$ cat src/rtl/vxcpt_pkg.sv
package vxcpt_pkg;
  localparam int CAUSE_W = 4;

  typedef enum logic [CAUSE_W-1:0] {
    C_BAD_CFG    = 4'd0,
    C_BAD_INSTR  = 4'd1,
    C_PRIV       = 4'd2,
    C_HOST_REGID = 4'd3,
    C_FET_MISAL  = 4'd4,
    C_FET_FAULT  = 4'd5,
    C_FET_INSTR  = 4'd6,
    C_FET_REGID  = 4'd7,
    C_LD_MISAL   = 4'd8,
    C_ST_MISAL   = 4'd9,
    C_LD_FAULT   = 4'd10,
    C_ST_FAULT   = 4'd11
  } cause_e;

  typedef enum logic [1:0] {
    OP_CFG      = 2'd0,
    OP_RD_CAUSE = 2'd1,
    OP_RD_AUX   = 2'd2,
    OP_KILL     = 2'd3
  } op_e;

  localparam int NSRC = 5;
  localparam int SRC_CFG  = 0;
  localparam int SRC_PRIV = 1;
  localparam int SRC_DEC  = 2;
  localparam int SRC_FET  = 3;
  localparam int SRC_MEM  = 4;
endpackage

$ cat src/rtl/vxcpt_cfg_check.sv
module vxcpt_cfg_check #(
  parameter int CFG_W    = 12,
  parameter int NX_W     = 6,
  parameter int MAX_REGS = 32
) (
  input  logic             valid_i,
  input  logic [CFG_W-1:0] word_i,
  output logic             ok_o,
  output logic             bad_o,
  output logic             flag_o
);
  localparam int NF_W = CFG_W - NX_W;

  logic [NX_W-1:0] nx;
  logic [NF_W-1:0] nf;
  logic            nx_bad, nf_bad;

  assign nx     = word_i[NX_W-1:0];
  assign nf     = word_i[CFG_W-1:NX_W];
  assign nx_bad = 32'(nx) > 32'(MAX_REGS);
  assign nf_bad = 32'(nf) > 32'(MAX_REGS);

  assign bad_o  = valid_i && (nx_bad || nf_bad);
  assign ok_o   = valid_i && !nx_bad && !nf_bad;
  // integer field reported first when both are out of range
  assign flag_o = !nx_bad;
endmodule

$ cat src/rtl/vxcpt_arb.sv
module vxcpt_arb
  import vxcpt_pkg::*;
#(
  parameter int NREQ  = 5,
  parameter int AUX_W = 32
) (
  input  logic [NREQ-1:0]              req_i,
  input  logic [NREQ-1:0][CAUSE_W-1:0] cause_i,
  input  logic [NREQ-1:0][AUX_W-1:0]   aux_i,
  output logic                         any_o,
  output logic [CAUSE_W-1:0]           cause_o,
  output logic [AUX_W-1:0]             aux_o
);
  always_comb begin
    any_o   = 1'b0;
    cause_o = '0;
    aux_o   = '0;
    for (int i = 0; i < NREQ; i++) begin
      if (req_i[i] && (!any_o || cause_i[i] < cause_o)) begin
        any_o   = 1'b1;
        cause_o = cause_i[i];
        aux_o   = aux_i[i];
      end
    end
  end

  always_comb begin
    for (int i = 0; i < NREQ; i++) begin
      if (req_i[i]) assert_min_cause_R6: assert (any_o && cause_o <= cause_i[i]);
    end
  end
endmodule

$ cat src/rtl/vxcpt_hold.sv
module vxcpt_hold
  import vxcpt_pkg::*;
#(
  parameter int AUX_W = 32
) (
  input  logic               clk_i,
  input  logic               rst_ni,
  input  logic               req_i,
  input  logic [CAUSE_W-1:0] cause_i,
  input  logic [AUX_W-1:0]   aux_i,
  input  logic               kill_i,
  output logic               pending_o,
  output logic [CAUSE_W-1:0] cause_o,
  output logic [AUX_W-1:0]   aux_o
);
  logic               pending_q;
  logic [CAUSE_W-1:0] cause_q;
  logic [AUX_W-1:0]   aux_q;
  logic               take;

  // kill takes precedence; same-cycle requests are dropped
  assign take = req_i && !pending_q && !kill_i;

  always_ff @(posedge clk_i or negedge rst_ni) begin
    if (!rst_ni) begin
      pending_q <= 1'b0;
      cause_q   <= '0;
      aux_q     <= '0;
    end else if (kill_i) begin
      pending_q <= 1'b0;
    end else if (take) begin
      pending_q <= 1'b1;
      cause_q   <= cause_i;
      aux_q     <= aux_i;
    end
  end

  assign pending_o = pending_q;
  assign cause_o   = cause_q;
  assign aux_o     = aux_q;

  assert_first_held_R5: assert property (@(posedge clk_i) disable iff (!rst_ni)
    pending_q && !kill_i |=> pending_q && $stable(cause_q) && $stable(aux_q));

  assert_kill_clears_R9: assert property (@(posedge clk_i) disable iff (!rst_ni)
    kill_i |=> !pending_q);

  assert_capture_R1: assert property (@(posedge clk_i) disable iff (!rst_ni)
    req_i && !pending_q && !kill_i |=> pending_q && cause_q == $past(cause_i));
endmodule

$ cat src/rtl/vxcpt_unit.sv
module vxcpt_unit
  import vxcpt_pkg::*;
#(
  parameter int ILEN     = 32,
  parameter int AUX_W    = 32,
  parameter int CFG_W    = 12,
  parameter int NX_W     = 6,
  parameter int MAX_REGS = 32
) (
  input  logic             clk_i,
  input  logic             rst_ni,
  input  logic             cmd_valid_i,
  input  logic [1:0]       cmd_op_i,
  input  logic [ILEN-1:0]  cmd_word_i,
  input  logic [CFG_W-1:0] cmd_cfg_i,
  input  logic             host_super_i,
  input  logic             host_im_cop_i,
  input  logic             dec_req_i,
  input  logic             dec_bad_reg_i,
  input  logic [ILEN-1:0]  dec_word_i,
  input  logic             fet_req_i,
  input  logic [1:0]       fet_kind_i,
  input  logic [AUX_W-1:0] fet_pc_i,
  input  logic             mem_req_i,
  input  logic [1:0]       mem_kind_i,
  input  logic [AUX_W-1:0] mem_addr_i,
  output logic             vec_ready_o,
  output logic             cfg_ok_o,
  output logic             irq_o,
  output logic             rsp_valid_o,
  output logic [AUX_W-1:0] rsp_data_o
);
  logic is_cfg, is_rd_cause, is_rd_aux, is_kill, is_rd;
  logic pending;
  logic cfg_bad, cfg_flag, cfg_ok;

  logic [NSRC-1:0]              src_req;
  logic [NSRC-1:0][CAUSE_W-1:0] src_cause;
  logic [NSRC-1:0][AUX_W-1:0]   src_aux;

  logic               arb_any;
  logic [CAUSE_W-1:0] arb_cause, held_cause;
  logic [AUX_W-1:0]   arb_aux, held_aux;

  logic             rsp_valid_q;
  logic [AUX_W-1:0] rsp_data_q;

  assign is_cfg      = cmd_valid_i && op_e'(cmd_op_i) == OP_CFG;
  assign is_rd_cause = cmd_valid_i && op_e'(cmd_op_i) == OP_RD_CAUSE;
  assign is_rd_aux   = cmd_valid_i && op_e'(cmd_op_i) == OP_RD_AUX;
  assign is_kill     = cmd_valid_i && op_e'(cmd_op_i) == OP_KILL;
  assign is_rd       = is_rd_cause || is_rd_aux;

  vxcpt_cfg_check #(
    .CFG_W   (CFG_W),
    .NX_W    (NX_W),
    .MAX_REGS(MAX_REGS)
  ) u_cfg (
    .valid_i(is_cfg && !pending),
    .word_i (cmd_cfg_i),
    .ok_o   (cfg_ok),
    .bad_o  (cfg_bad),
    .flag_o (cfg_flag)
  );

  always_comb begin
    src_req   = '0;
    src_cause = '0;
    src_aux   = '0;

    src_req[SRC_CFG]   = cfg_bad;
    src_cause[SRC_CFG] = C_BAD_CFG;
    src_aux[SRC_CFG]   = AUX_W'(cfg_flag);

    src_req[SRC_PRIV]   = is_rd && !host_super_i;
    src_cause[SRC_PRIV] = C_PRIV;
    src_aux[SRC_PRIV]   = AUX_W'(cmd_word_i);

    src_req[SRC_DEC]   = dec_req_i;
    src_cause[SRC_DEC] = dec_bad_reg_i ? C_HOST_REGID : C_BAD_INSTR;
    src_aux[SRC_DEC]   = AUX_W'(dec_word_i);

    src_req[SRC_FET]   = fet_req_i;
    src_cause[SRC_FET] = CAUSE_W'(C_FET_MISAL) + CAUSE_W'(fet_kind_i);
    src_aux[SRC_FET]   = fet_pc_i;

    src_req[SRC_MEM]   = mem_req_i;
    src_cause[SRC_MEM] = CAUSE_W'(C_LD_MISAL) + CAUSE_W'(mem_kind_i);
    src_aux[SRC_MEM]   = mem_addr_i;
  end

  vxcpt_arb #(
    .NREQ (NSRC),
    .AUX_W(AUX_W)
  ) u_arb (
    .req_i  (src_req),
    .cause_i(src_cause),
    .aux_i  (src_aux),
    .any_o  (arb_any),
    .cause_o(arb_cause),
    .aux_o  (arb_aux)
  );

  vxcpt_hold #(
    .AUX_W(AUX_W)
  ) u_hold (
    .clk_i    (clk_i),
    .rst_ni   (rst_ni),
    .req_i    (arb_any),
    .cause_i  (arb_cause),
    .aux_i    (arb_aux),
    .kill_i   (is_kill),
    .pending_o(pending),
    .cause_o  (held_cause),
    .aux_o    (held_aux)
  );

  always_ff @(posedge clk_i or negedge rst_ni) begin
    if (!rst_ni) begin
      rsp_valid_q <= 1'b0;
      rsp_data_q  <= '0;
    end else begin
      rsp_valid_q <= is_rd && host_super_i;
      if (is_rd && host_super_i)
        rsp_data_q <= is_rd_cause ? AUX_W'(held_cause) : held_aux;
    end
  end

  assign vec_ready_o = !pending;
  assign cfg_ok_o    = cfg_ok;
  assign irq_o       = pending && host_im_cop_i;
  assign rsp_valid_o = rsp_valid_q;
  assign rsp_data_o  = rsp_data_q;

  assert_busy_when_irq_R10: assert property (@(posedge clk_i) disable iff (!rst_ni)
    irq_o |-> !vec_ready_o && !cfg_ok_o);

  assert_rsp_needs_super_R8: assert property (@(posedge clk_i) disable iff (!rst_ni)
    rsp_valid_o |-> $past(host_super_i) && $past(cmd_valid_i));

  assert_user_read_traps_R4: assert property (@(posedge clk_i) disable iff (!rst_ni)
    is_rd && !host_super_i |=> !rsp_valid_o && !vec_ready_o);
endmodule

$ cat config.mk
export PLATFORM = sky130hd
export DESIGN_NAME = vxcpt_unit
export DESIGN_NICKNAME = d
export VERILOG_FILES = /design/src/rtl/vxcpt_pkg.sv /design/src/rtl/vxcpt_cfg_check.sv /design/src/rtl/vxcpt_arb.sv /design/src/rtl/vxcpt_hold.sv /design/src/rtl/vxcpt_unit.sv
export SDC_FILE = /design/constraint.sdc
export NUM_CORES = 1
export LEC_CHECK = 0
export ABC_CLOCK_PERIOD_IN_PS = 2900
export BUFFER_PORTS_ARGS = -buffer_cell sky130_fd_sc_hd__buf_2
export CAP_MARGIN = 20
export CORE_MARGIN = 4
export CORE_UTILIZATION = 40
export CTS_CLUSTER_SIZE = 10
export DETAILED_ROUTE_END_ITERATION = 10
export PLACE_DENSITY = 0.71
export REMOVE_ABC_BUFFERS = 1
export SYNTH_ARGS = -nofsm -noshare
export SYNTH_HDL_FRONTEND = slang
export SYNTH_SLANG_ARGS = --single-unit
$ cat constraint.sdc
create_clock -name clk_i -period 2.9 [get_ports clk_i]
set_input_delay 0.58 -clock clk_i [delete_from_list [all_inputs] [get_ports clk_i]]
set_output_delay 0.58 -clock clk_i [all_outputs]
set_load 0.1 [all_outputs]
After elaboration in Yosys (flattened, before gate mapping)
Index checks and enable logic that the tools add are counted.
{ "word_totals": {"register_bits": 70, "elab_cells": 68, "out_inout_bits": 36} }
{ "classes": {"n_addsub": 2, "n_bitwise": 1, "n_mux": 18, "eq_ne": 3, "reduce_logical": 34, "magnitude_cmp": 5} }
{ "op_table": {"columns": ["cell", "count"], "rows": [
  ["two-way mux 32 bit", 5],
  ["logical AND 1 bit", 17],
  ["> comparator 6 bit, second input constant", 2],
  ["zero test 1 bit", 9],
  ["two-way mux 1 bit", 8],
  ["two-way mux 4 bit", 2],
  ["two-way mux 2 bit", 3],
  ["logical OR 1 bit", 5],
  ["adder 3 x 2 -> 4 bit, first input constant", 1],
  ["adder 4 x 2 -> 4 bit, first input constant", 1],
  ["equality test 2 bit, second input constant", 2],
  ["less-than comparator 4 x 2 -> 1 bit", 1],
  ["less-than comparator 4 bit", 1],
  ["equality test 2 x 1 -> 1 bit, second input constant", 1],
  ["zero test 2 bit", 1],
  ["less-than comparator 2 bit", 1],
  ["AND reduction 2 bit", 1],
  ["nonzero test 2 bit", 1],
  ["inverter 1 bit", 1]
]} }

Longest topological paths before layout
Gate-level depths: netlist (run 1).
{ "logic_depth": {"depth_word": 24, "depth_mapped": 7} }

Hierarchy
Synthesis (run 1) repeated with hierarchy kept, for this count alone.
{ "hier_totals": {"cells_unflattened": 541, "area_unflattened_um2": 5321.4} }
{ "modules_own_cells": {"columns": ["mod", "cells_each", "n_inst", "seq_area_each_um2", "area_each_um2"], "rows": [
  ["vxcpt_arb", 312, 1, 0.0, 2199.6],
  ["vxcpt_unit", 143, 1, 825.8, 1544.0],
  ["vxcpt_hold", 80, 1, 925.9, 1535.2],
  ["vxcpt_cfg_check", 6, 1, 0.0, 42.5]
]} }

Worst setup path after synthesis (run 1)
Ideal clock, no wire load.
{ "synth_timing": {"path_type": "input to output", "startpoint": "input port cmd_cfg_i[0]", "endpoint": "output port cfg_ok_o", "path_stages": 3, "t_required_ns": 2.320, "path_buffers": 0, "t_arrival_ns": 2.033, "setup_slack_ns": 0.287, "path_cell_list": "or4_4 -> o21ai_0 -> and3_1"} }
{ "synth_between": {"elab_chain_cells": 4} }
{ "synth_lines": {"columns": ["item", "line_no", "source"], "rows": [
  ["from (decl)", "vxcpt_unit.sv:15", "input logic [CFG_W-1:0] cmd_cfg_i,"],
  ["> comparator 6 bit", "vxcpt_cfg_check.sv:20", "assign nx_bad = 32'(nx) > 32'(MAX_REGS);"],
  ["zero test 1 bit", "vxcpt_cfg_check.sv:24", "assign ok_o = valid_i && !nx_bad && !nf_bad;"],
  ["logical AND 1 bit (2 in series)", "vxcpt_cfg_check.sv:24", null],
  ["to (decl)", "vxcpt_unit.sv:28", "output logic cfg_ok_o,"]
]} }
Every way passes these cells.

Final worst setup path (run 1)
Ends and elaborated chain as after synthesis.

==> flow_summary.json, run 1 <==
{
  "slowest_delay_ps": 530,
  "first_pass_iters": 4,
  "hpwlAfterDp_um": 8684,
  "synth_cells": 405,
  "synth_area_sq_mm": 0.003857,
  "insertedDiodeCount": 0,
  "final_cells": 718,
  "drt-total-wl_um": 11680,
  "rr_endpoint": "u_hold.aux_o[15]$_DFFE_PN0P_",
  "critPathArrivalTime_ps": 1960,
  "die_h_um": 106.2,
  "worstPathMaxFanout": 2,
  "pwr-share-seq_pct": 34.7,
  "antenna_found_initial": 0,
  "crit_path_top_delay_cell": "or4_4",
  "root_buffer": "clkbuf_8",
  "grt-ovfl-total": 0,
  "required_ps": 2320,
  "vias_per_cell": 5.391,
  "drive_gt1_share_pct": 40.07,
  "num_vias": 3871,
  "routedWlPerCell_um": 16.26,
  "r2r_start": "u_hold.pending_o$_DFFE_PN0P_",
  "start_kind": "input pin",
  "cts_resized": 0,
  "syn_area_per_cell_sq_um": 9.525,
  "grtUsageTotal_pct": 20.54,
  "maxCapViolCount": 0,
  "cts_tree": "done",
  "multi_input_area_sq_mm": 0.001836,
  "p_per_area_mw_per_mm2": 740.0,
  "grt_max_degree": 71,
  "power.switching_mw": 1.705,
  "grt_pass1_wl_um": 18740,
  "finalSetupTns_ps": 0,
  "drc": 0,
  "p_comb_share_pct": 41.2,
  "synth_ff_type": "dfrtp_1",
  "yosysMostFrequentCell": "dfrtp_1",
  "status": "completed",
  "slew_viol_final": 0,
  "setup_viol": 0,
  "nets": 739,
  "peakVddDrop_mv": 0.3175,
  "h-tree-depth": 3,
  "cp_top_family": "simple AND/OR/NAND/NOR gates",
  "power.share.clock_pct": 24.2,
  "yosysTopAreaCellShare_pct": 45.41,
  "first_global_vias": 3974,
  "crit_type": "input pin to output port",
  "fill_cells": 889,
  "post-cts-setup-buffers": 0,
  "hold_path.class": "input pin to async pin",
  "ys_warn_count": 0,
  "whs_ps": 348.3,
  "clk_path_buf_depth": 2,
  "r2r_cells": 5,
  "path_clk_slew_ps": 80,
  "cts.sinks": 70,
  "die_width_um": 106.2,
  "ff_latch_area_sq_mm": 0.001752,
  "critPathBufInv": 2,
  "synth-seq-area-share_pct": 45.41,
  "initial_core_util_pct": 41.35,
  "ios": 191,
  "path_common_cell": "buf_2",
  "dr.first_iter.drc_count": 226,
  "synthTopCellsByCount": "dfrtp_1, a221o_1, nand2_1",
  "syn2layout_area_growth_pct": 34.51,
  "synth_seq_cells": 70,
  "tightest_slew_ps": 1003,
  "rows": 35,
  "cts_hold_buf": 0,
  "finalClockSkew_ps": 9.346,
  "place_inst": 702,
  "synth-edff-count": 0,
  "yosys.area.top_type": "dfrtp_1",
  "slew_headroom_pct": 33.16,
  "end_kind": "output port",
  "postSynth.asyncResetShare_pct": 100.0,
  "synthDistinctLibCells": 36,
  "dieArea_sq_mm": 0.01128,
  "clkLatencyLatePin_ps": 330,
  "leakage_nw": 2.786,
  "sw_frac_of_total_pct": 44.41,
  "coreArea_sq_mm": 0.009328,
  "hold_viol_final": 0,
  "port_buffers": 190,
  "fin_crit_sh_pct": 87.46,
  "synth_area_leaders": "dfrtp_1, a221o_1, nand2_1",
  "cp-startpoint": "cmd_cfg_i[0]",
  "period_needed_ps": 2536,
  "p_int_mw": 2.134,
  "reg2reg_slack_ps": 480,
  "path_cells": "buf_2, or4_4, o21ai_0, and3_1, buf_2",
  "ant_nets": 0,
  "fmax_ghz": 0.3943,
  "place_congestion": 0.8232,
  "rsz0062_at_grt": "no",
  "cts_buffers": 9
}
## power groups by stage
stage	combinational (mW)	sequential, mW	clock (mW)
2_1_floorplan	0.353	2.19	0
3_3_place_gp	1.57	1.34	0
3_5_place_dp	1.59	1.35	0
4_1_cts	1.59	1.33	0.947
5_1_grt	1.66	1.36	0.992
6_report	1.58	1.33	0.928
## cell families (layout without fill, tap and decap cells)
group,Yosys count,after routing,synth area share (%)
DFF,70,70,45.41
and+or+nand+nor,172,172,24.26
AOI/OAI and AO/OA,85,85,20.66
muxes,6,6,1.622
xor gates and xnor gates,1,1,0.2271
buffers and inverters,71,255,7.817
## state kept, by name, indices dropped and copies added, names as in the netlist
register / count
rsp_data_o: 32
u_hold.aux_o: 32
rsp_valid_o: 1
u_hold.pending_o: 1
u_hold.cause_o: 4
## layout make-up
class,count,area share (%)
clock buffer,12,3.183
clock inverter,4,1.471
inverter,36,2.604
multi-input combinational,264,35.37
sequential,70,33.76
tap,129,3.111
timing repair buffer,203,20.50
## routing by layer
layer	GRT usage (%)	routed length (um)	vias up
met1	25.92	4849	1840
met4	5.920	135	0
met3	4.493	765	12
li1	-	-	1864
met2	35.29	5927	155
met5	0	0	-
## metrics by stage
step	utilization [%]	power, mW	cell area [sq um]	worst slack (ps)
global route	55.63	4.015	5189	300.2
CTS	55.63	3.870	5189	351.8
floorplan	-	2.543	3691	-1556
finish	55.63	3.839	5189	363.8
detailed placement	53.04	2.939	4947	135.5
global placement	53.04	2.909	4947	202.2
## cell usage in the layout (no fill, tap or decap), drive strengths merged
| master | n |
|---|---|
| o31a | 1 |
| a21oi | 4 |
| clkinvlp | 1 |
| or4 | 2 |
| nor2b | 1 |
| nor4b | 3 |
| nand3b | 1 |
| a31oi | 3 |
| inv | 37 |
| bufinv | 2 |
| nand3 | 32 |
| nor4bb | 1 |
| xor2 | 1 |
| nand2 | 62 |
| o22ai | 1 |
| o211a | 2 |
| nand2b | 1 |
| dfrtp | 70 |
| o221a | 1 |
| buf | 203 |
| and3 | 2 |
| nor2 | 1 |
| mux2i | 4 |
| or4b | 1 |
| nor3b | 1 |
| nor4 | 32 |
| and2 | 32 |
| mux2 | 2 |
| a221o | 65 |
| clkbuf | 12 |
| o21ai | 8 |
## worst register-to-register path, delay by kind of cell (launching register included)
family          cells  cell delay, ps
flops               1             440
compound gates      3            1410
simple gates        2             510
## worst max-delay path by stage
stage | endpoint | slack, ps | depth (start not counted)
finish | cfg_ok_o | 360 | 5
global route | cfg_ok_o | 300 | 5
CTS | cfg_ok_o | 350 | 5
detailed placement | u_hold.aux_o[6]$_DFFE_PN0P_ | 140 | 7
global placement | u_hold.aux_o[8]$_DFFE_PN0P_ | 200 | 7
floorplan | u_hold.aux_o[1]$_DFFE_PN0P_ | -1560 | 5
No activity file was read; power rests on OpenSTA's default activity.
==> run 2: changes to the inputs <==
Settings changed: CORE_ASPECT_RATIO from default to 0.6.
==> run 2 against run 1 <==
Sequential power hardly changed. Total power is 10% higher. Flip-flop and latch count stayed put. Maximum frequency is 0.63% lower. Count of clock-buffer cells in the layout is 1 lower. Die area is 0.46% higher. First-iteration DRC count is 28% lower. Hold slack better by 11 ps. Highest routed layer unchanged.
==> flow_summary.json, run 2 (synthesized netlist as in run 1, its figures left out) <==
{
  "maxCapViolCount": 0,
  "cp-startpoint": "cmd_cfg_i[0]",
  "insertedDiodeCount": 0,
  "hold_viol_final": 0,
  "hold_path.class": "input pin to async pin",
  "fin_crit_sh_pct": 88.01,
  "pwr-share-seq_pct": 31.7,
  "layout_commonest_cell": "buf_2",
  "slew_viol_final": 0,
  "num_vias": 3884,
  "crit_type": "input pin to output port",
  "cts_hold_buf": 0,
  "rsz0062_at_grt": "no",
  "peakVddDrop_mv": 0.3862,
  "power.switching_mw": 1.755,
  "required_ps": 2320,
  "met2_usage_pct": 36.10,
  "path_clk_slew_ps": 50,
  "nets": 740,
  "cts_tree": "done",
  "h-tree-depth": 3,
  "status": "completed",
  "fmax_ghz": 0.3918,
  "place_congestion": 0.8372,
  "fill_cells": 845,
  "critPathArrivalTime_ps": 1970,
  "start_kind": "input pin",
  "die_width_um": 134.8,
  "layout_common_cells": "buf_2, dfrtp_1, a221o_1",
  "tightest_slew_ps": 920.4,
  "met3_usage_pct": 6.325,
  "power.share.clock_pct": 30.5,
  "grt_pass1_wl_um": 19840,
  "rows": 27,
  "dr.first_iter.drc_count": 162,
  "coreArea_sq_mm": 0.009290,
  "post-cts-setup-buffers": 0,
  "port_buffers": 190,
  "slew_headroom_pct": 38.50,
  "pre_cts_ws_ps": 156.6,
  "fin_ws_ps": 347.8,
  "grt_most_used_layer": "met2",
  "dieArea_sq_mm": 0.01133,
  "drive_gt1_share_pct": 40.17,
  "end_kind": "output port",
  "cts_buffers": 9,
  "leakage_nw": 2.869,
  "setup_viol": 0,
  "sw_frac_of_total_pct": 41.45,
  "finalClockSkew_ps": 4.790,
  "grt-ovfl-total": 0,
  "ant_nets": 0,
  "cts.sinks": 70,
  "grt_max_degree": 71,
  "root_buffer": "clkbuf_16",
  "clk_path_buf_depth": 2,
  "r2r_start": "u_hold.pending_o$_DFFE_PN0P_",
  "cts_resized": 0,
  "ios": 191,
  "p_comb_share_pct": 37.8,
  "reg2reg_slack_ps": 480,
  "grt_use_met1_pct": 28.83,
  "vias_per_cell": 5.394,
  "grtUsageTotal_pct": 21.85,
  "initial_core_util_pct": 41.52,
  "design_area_sq_mm": 0.005370,
  "syn2layout_area_growth_pct": 39.22,
  "worstPathMaxFanout": 2,
  "first_pass_iters": 4,
  "routedWlPerCell_um": 17.16,
  "first_global_vias": 4051,
  "hpwlAfterDp_um": 8964,
  "antenna_found_initial": 0,
  "drt-total-wl_um": 12350,
  "period_needed_ps": 2552,
  "die_h_um": 84.07,
  "clkLatencyLatePin_ps": 320,
  "drc": 0,
  "p_per_area_mw_per_mm2": 788.2,
  "p_int_mw": 2.478,
  "multi_input_area_sq_mm": 0.001836,
  "ff_latch_area_sq_mm": 0.001752,
  "place_area_sq_mm": 0.004999
}
==> run 2: cell count changes in the layout (fill, tap and decap cells not counted) <==
cell	change
clkinvlp_4	-1
clkbuf_16	+9
clkinv_2	+1
buf_4	-4
buf_12	+4
buf_8	+1
clkbuf_8	-10
bufinv_16	+1
==> run 2: cell type report <==
cell class	instances	area share (%)
timing repair buffer	204	21.02
sequential	70	32.62
multi-input combinational	264	34.18
clock buffer	11	4.706
inverter	36	2.516
clock inverter	5	1.934
tap	130	3.029
==> run 2: power groups by stage <==
stage | Combinational [mW] | Clock [mW] | Sequential (mW)
after global routing | 1.69 | 1.36 | 1.37
after CTS | 1.61 | 1.31 | 1.34
final | 1.60 | 1.29 | 1.34
after global placement | 1.58 | 0 | 1.35
after detailed placement | 1.61 | 0 | 1.35
after floorplan | 0.353 | 0 | 2.19
==> run 2: critical path, stage by stage <==
cell     delay [ps]
buf_2           100
or4_4           530
o21ai_0         160
and3_1          180
buf_2           430
==> run 2: path summary, 6_finish.rpt <==
kind | cells past startpoint | to
setup reg to reg | 5 | u_hold.aux_o[30]$_DFFE_PN0P_
hold reg to reg | 2 | rsp_data_o[29]$_DFFE_PN0P_
hold / removal | 1 | rsp_data_o[18]$_DFFE_PN0P_
min in group clk_i | 2 | rsp_data_o[29]$_DFFE_PN0P_
setup / recovery | 5 | cfg_ok_o
max in group asynchronous | 1 | u_hold.aux_o[13]$_DFFE_PN0P_
==> run 2: layer usage <==
metal,vias to the layer above,part of all wire (%)
met3,6,8.0
met5,-,0
li1,1869,-
met4,0,0.45
met2,172,46
met1,1837,45
==> run 2: per-stage QoR <==
step | cells | hold slack [ps] | power [mW] | setup TNS, ps | util, %
floorplan | 370 | 284.4 | 2.543 | -51680 | -
global placement | 703 | 445.7 | 2.930 | 0 | 53.80
detailed placement | 703 | 452.6 | 2.961 | 0 | 53.80
CTS | 719 | 406.7 | 4.260 | 0 | 57.64
global route | 720 | 435.0 | 4.413 | 0 | 57.80
finish | 720 | 359.6 | 4.233 | 0 | 57.80
==> run 3: changes to the inputs <==
Settings changed: CTS_BUF_LIST from default to sky130_fd_sc_hd__clkbuf_16.
==> run 3 against run 2 <==
Utilization fell by 0.22 points. Flip-flop and latch count did not move. Sequential share of layout area rose by 0.12 points. Clock skew barely moved. Clock power fell by 5%. Worst setup slack got worse by 8.9 ps. First-iteration DRC count fell by 20%. Sequential power barely moved. Largest power group unchanged. Count of clock-buffer cells in the layout fell by 2. Die area did not move. Register-to-register slack got worse by 30 ps. Total power fell by 1.3%. Critical endpoint unchanged. Largest cell class unchanged.
==> flow_summary.json, run 3 (synthesized netlist as in run 1, its figures left out) <==
{
  "design_area_sq_mm": 0.005350,
  "power.share.clock_pct": 29.5,
  "hold_path.class": "input pin to async pin",
  "sw_frac_of_total_pct": 41.96,
  "first_global_vias": 4044,
  "drive_gt1_share_pct": 39.83,
  "drt-total-wl_um": 12420,
  "antenna_found_initial": 0,
  "status": "completed",
  "ant_nets": 0,
  "worstPathMaxFanout": 2,
  "port_buffers": 190,
  "die_h_um": 84.07,
  "grtUsageTotal_pct": 21.95,
  "hpwlAfterDp_um": 8964,
  "cts_buffers": 9,
  "cts_hold_buf": 0,
  "coreArea_sq_mm": 0.009290,
  "insertedDiodeCount": 0,
  "p_per_area_mw_per_mm2": 781.0,
  "initial_core_util_pct": 41.52,
  "pwr-share-seq_pct": 32.1,
  "setup_viol": 0,
  "clkLatencyLatePin_ps": 320,
  "post-route-util_pct": 57.59,
  "grt_max_degree": 71,
  "cts.sinks": 70,
  "grt-ovfl-total": 0,
  "vias_per_cell": 5.354,
  "drc": 0,
  "ios": 191,
  "crit_type": "input pin to output port",
  "peakVddDrop_mv": 0.3858,
  "leakage_nw": 2.858,
  "slew_viol_final": 0,
  "power.switching_mw": 1.753,
  "die_width_um": 134.8,
  "p_int_mw": 2.425,
  "critPathArrivalTime_ps": 1980,
  "post-cts-setup-buffers": 0,
  "root_buffer": "clkbuf_16",
  "cp-startpoint": "cmd_cfg_i[0]",
  "period_needed_ps": 2561,
  "syn2layout_area_growth_pct": 38.70,
  "dieArea_sq_mm": 0.01133,
  "tightest_slew_ps": 934.0,
  "layout_commonest_cell": "buf_2",
  "r2r_start": "u_hold.pending_o$_DFFE_PN0P_",
  "rows": 27,
  "slew_headroom_pct": 37.59,
  "fin_crit_sh_pct": 88.31,
  "routedWlPerCell_um": 17.25,
  "clk_path_buf_depth": 2,
  "nets": 740,
  "maxCapViolCount": 0,
  "required_ps": 2320,
  "cts_resized": 0,
  "p_comb_share_pct": 38.4,
  "end_kind": "output port",
  "pre_cts_ws_ps": 156.6,
  "place_congestion": 0.8372,
  "finalClockSkew_ps": 4.651,
  "rsz0062_at_grt": "no",
  "fin_ws_ps": 338.9,
  "first_pass_iters": 4,
  "num_vias": 3855,
  "cts_tree": "done",
  "place_inst": 703,
  "h-tree-depth": 3,
  "path_clk_slew_ps": 50,
  "hold_viol_final": 0,
  "layout_common_cells": "buf_2, dfrtp_1, a221o_1",
  "grt_pass1_wl_um": 19910,
  "power_mw": 4.178,
  "start_kind": "input pin",
  "fmax_ghz": 0.3905,
  "dr.first_iter.drc_count": 129,
  "place_area_sq_mm": 0.004999,
  "final_cells": 720
}
run 3: area by class of cell:
class / count / area [sq um]
clock inverters: 7 / 111.4
inverters: 36 / 135.1
flip-flops and latches: 70 / 1752
well taps: 130 / 162.7
fillers: 845 / 3940
clock buffers: 9 / 225.2
multi-input cells: 264 / 1836
repair buffers: 204 / 1129
run 3: final timing paths:
path / end / slack (ps) / cells past startpoint
max: cfg_ok_o / 340 / 5
min: rsp_data_o[18]$_DFFE_PN0P_ / 370 / 1
max reg2reg: u_hold.aux_o[30]$_DFFE_PN0P_ / 450 / 5
min reg2reg: rsp_data_o[29]$_DFFE_PN0P_ / 460 / 2
max in group asynchronous: u_hold.aux_o[13]$_DFFE_PN0P_ / 1950 / 1
min in group clk_i: rsp_data_o[29]$_DFFE_PN0P_ / 460 / 2
run 3: power groups by stage:
stage / sequential [mW] / clock [mW] / combinational, mW
after global placement: 1.35 / 0 / 1.58
after floorplan: 2.19 / 0 / 0.353
final: 1.34 / 1.23 / 1.60
after CTS: 1.34 / 1.26 / 1.61
after detailed placement: 1.35 / 0 / 1.61
after global routing: 1.37 / 1.30 / 1.69
run 3: stage by stage:
stage	setup TNS, ps	hold WS (ps)
3_5_place_dp	0	452.6
6_report	0	369.3
2_1_floorplan	-51680	284.4
4_1_cts	0	407.5
5_1_grt	0	434.8
3_3_place_gp	0	445.7
run 3: worst max-delay path: stages:
cell and delay (ps):
buf_2 100, or4_4 530, o21ai_0 160, and3_1 180, buf_2 430
run 3: layer usage:
metal / up-vias / part of all wire (%) / track usage [%]
met3: 2 / 8.5 / 6.205
met4: 0 / 0.27 / 3.974
met1: 1800 / 45 / 29.13
li1: 1869 / - / -
met2: 184 / 46 / 36.19
met5: - / 0 / 0
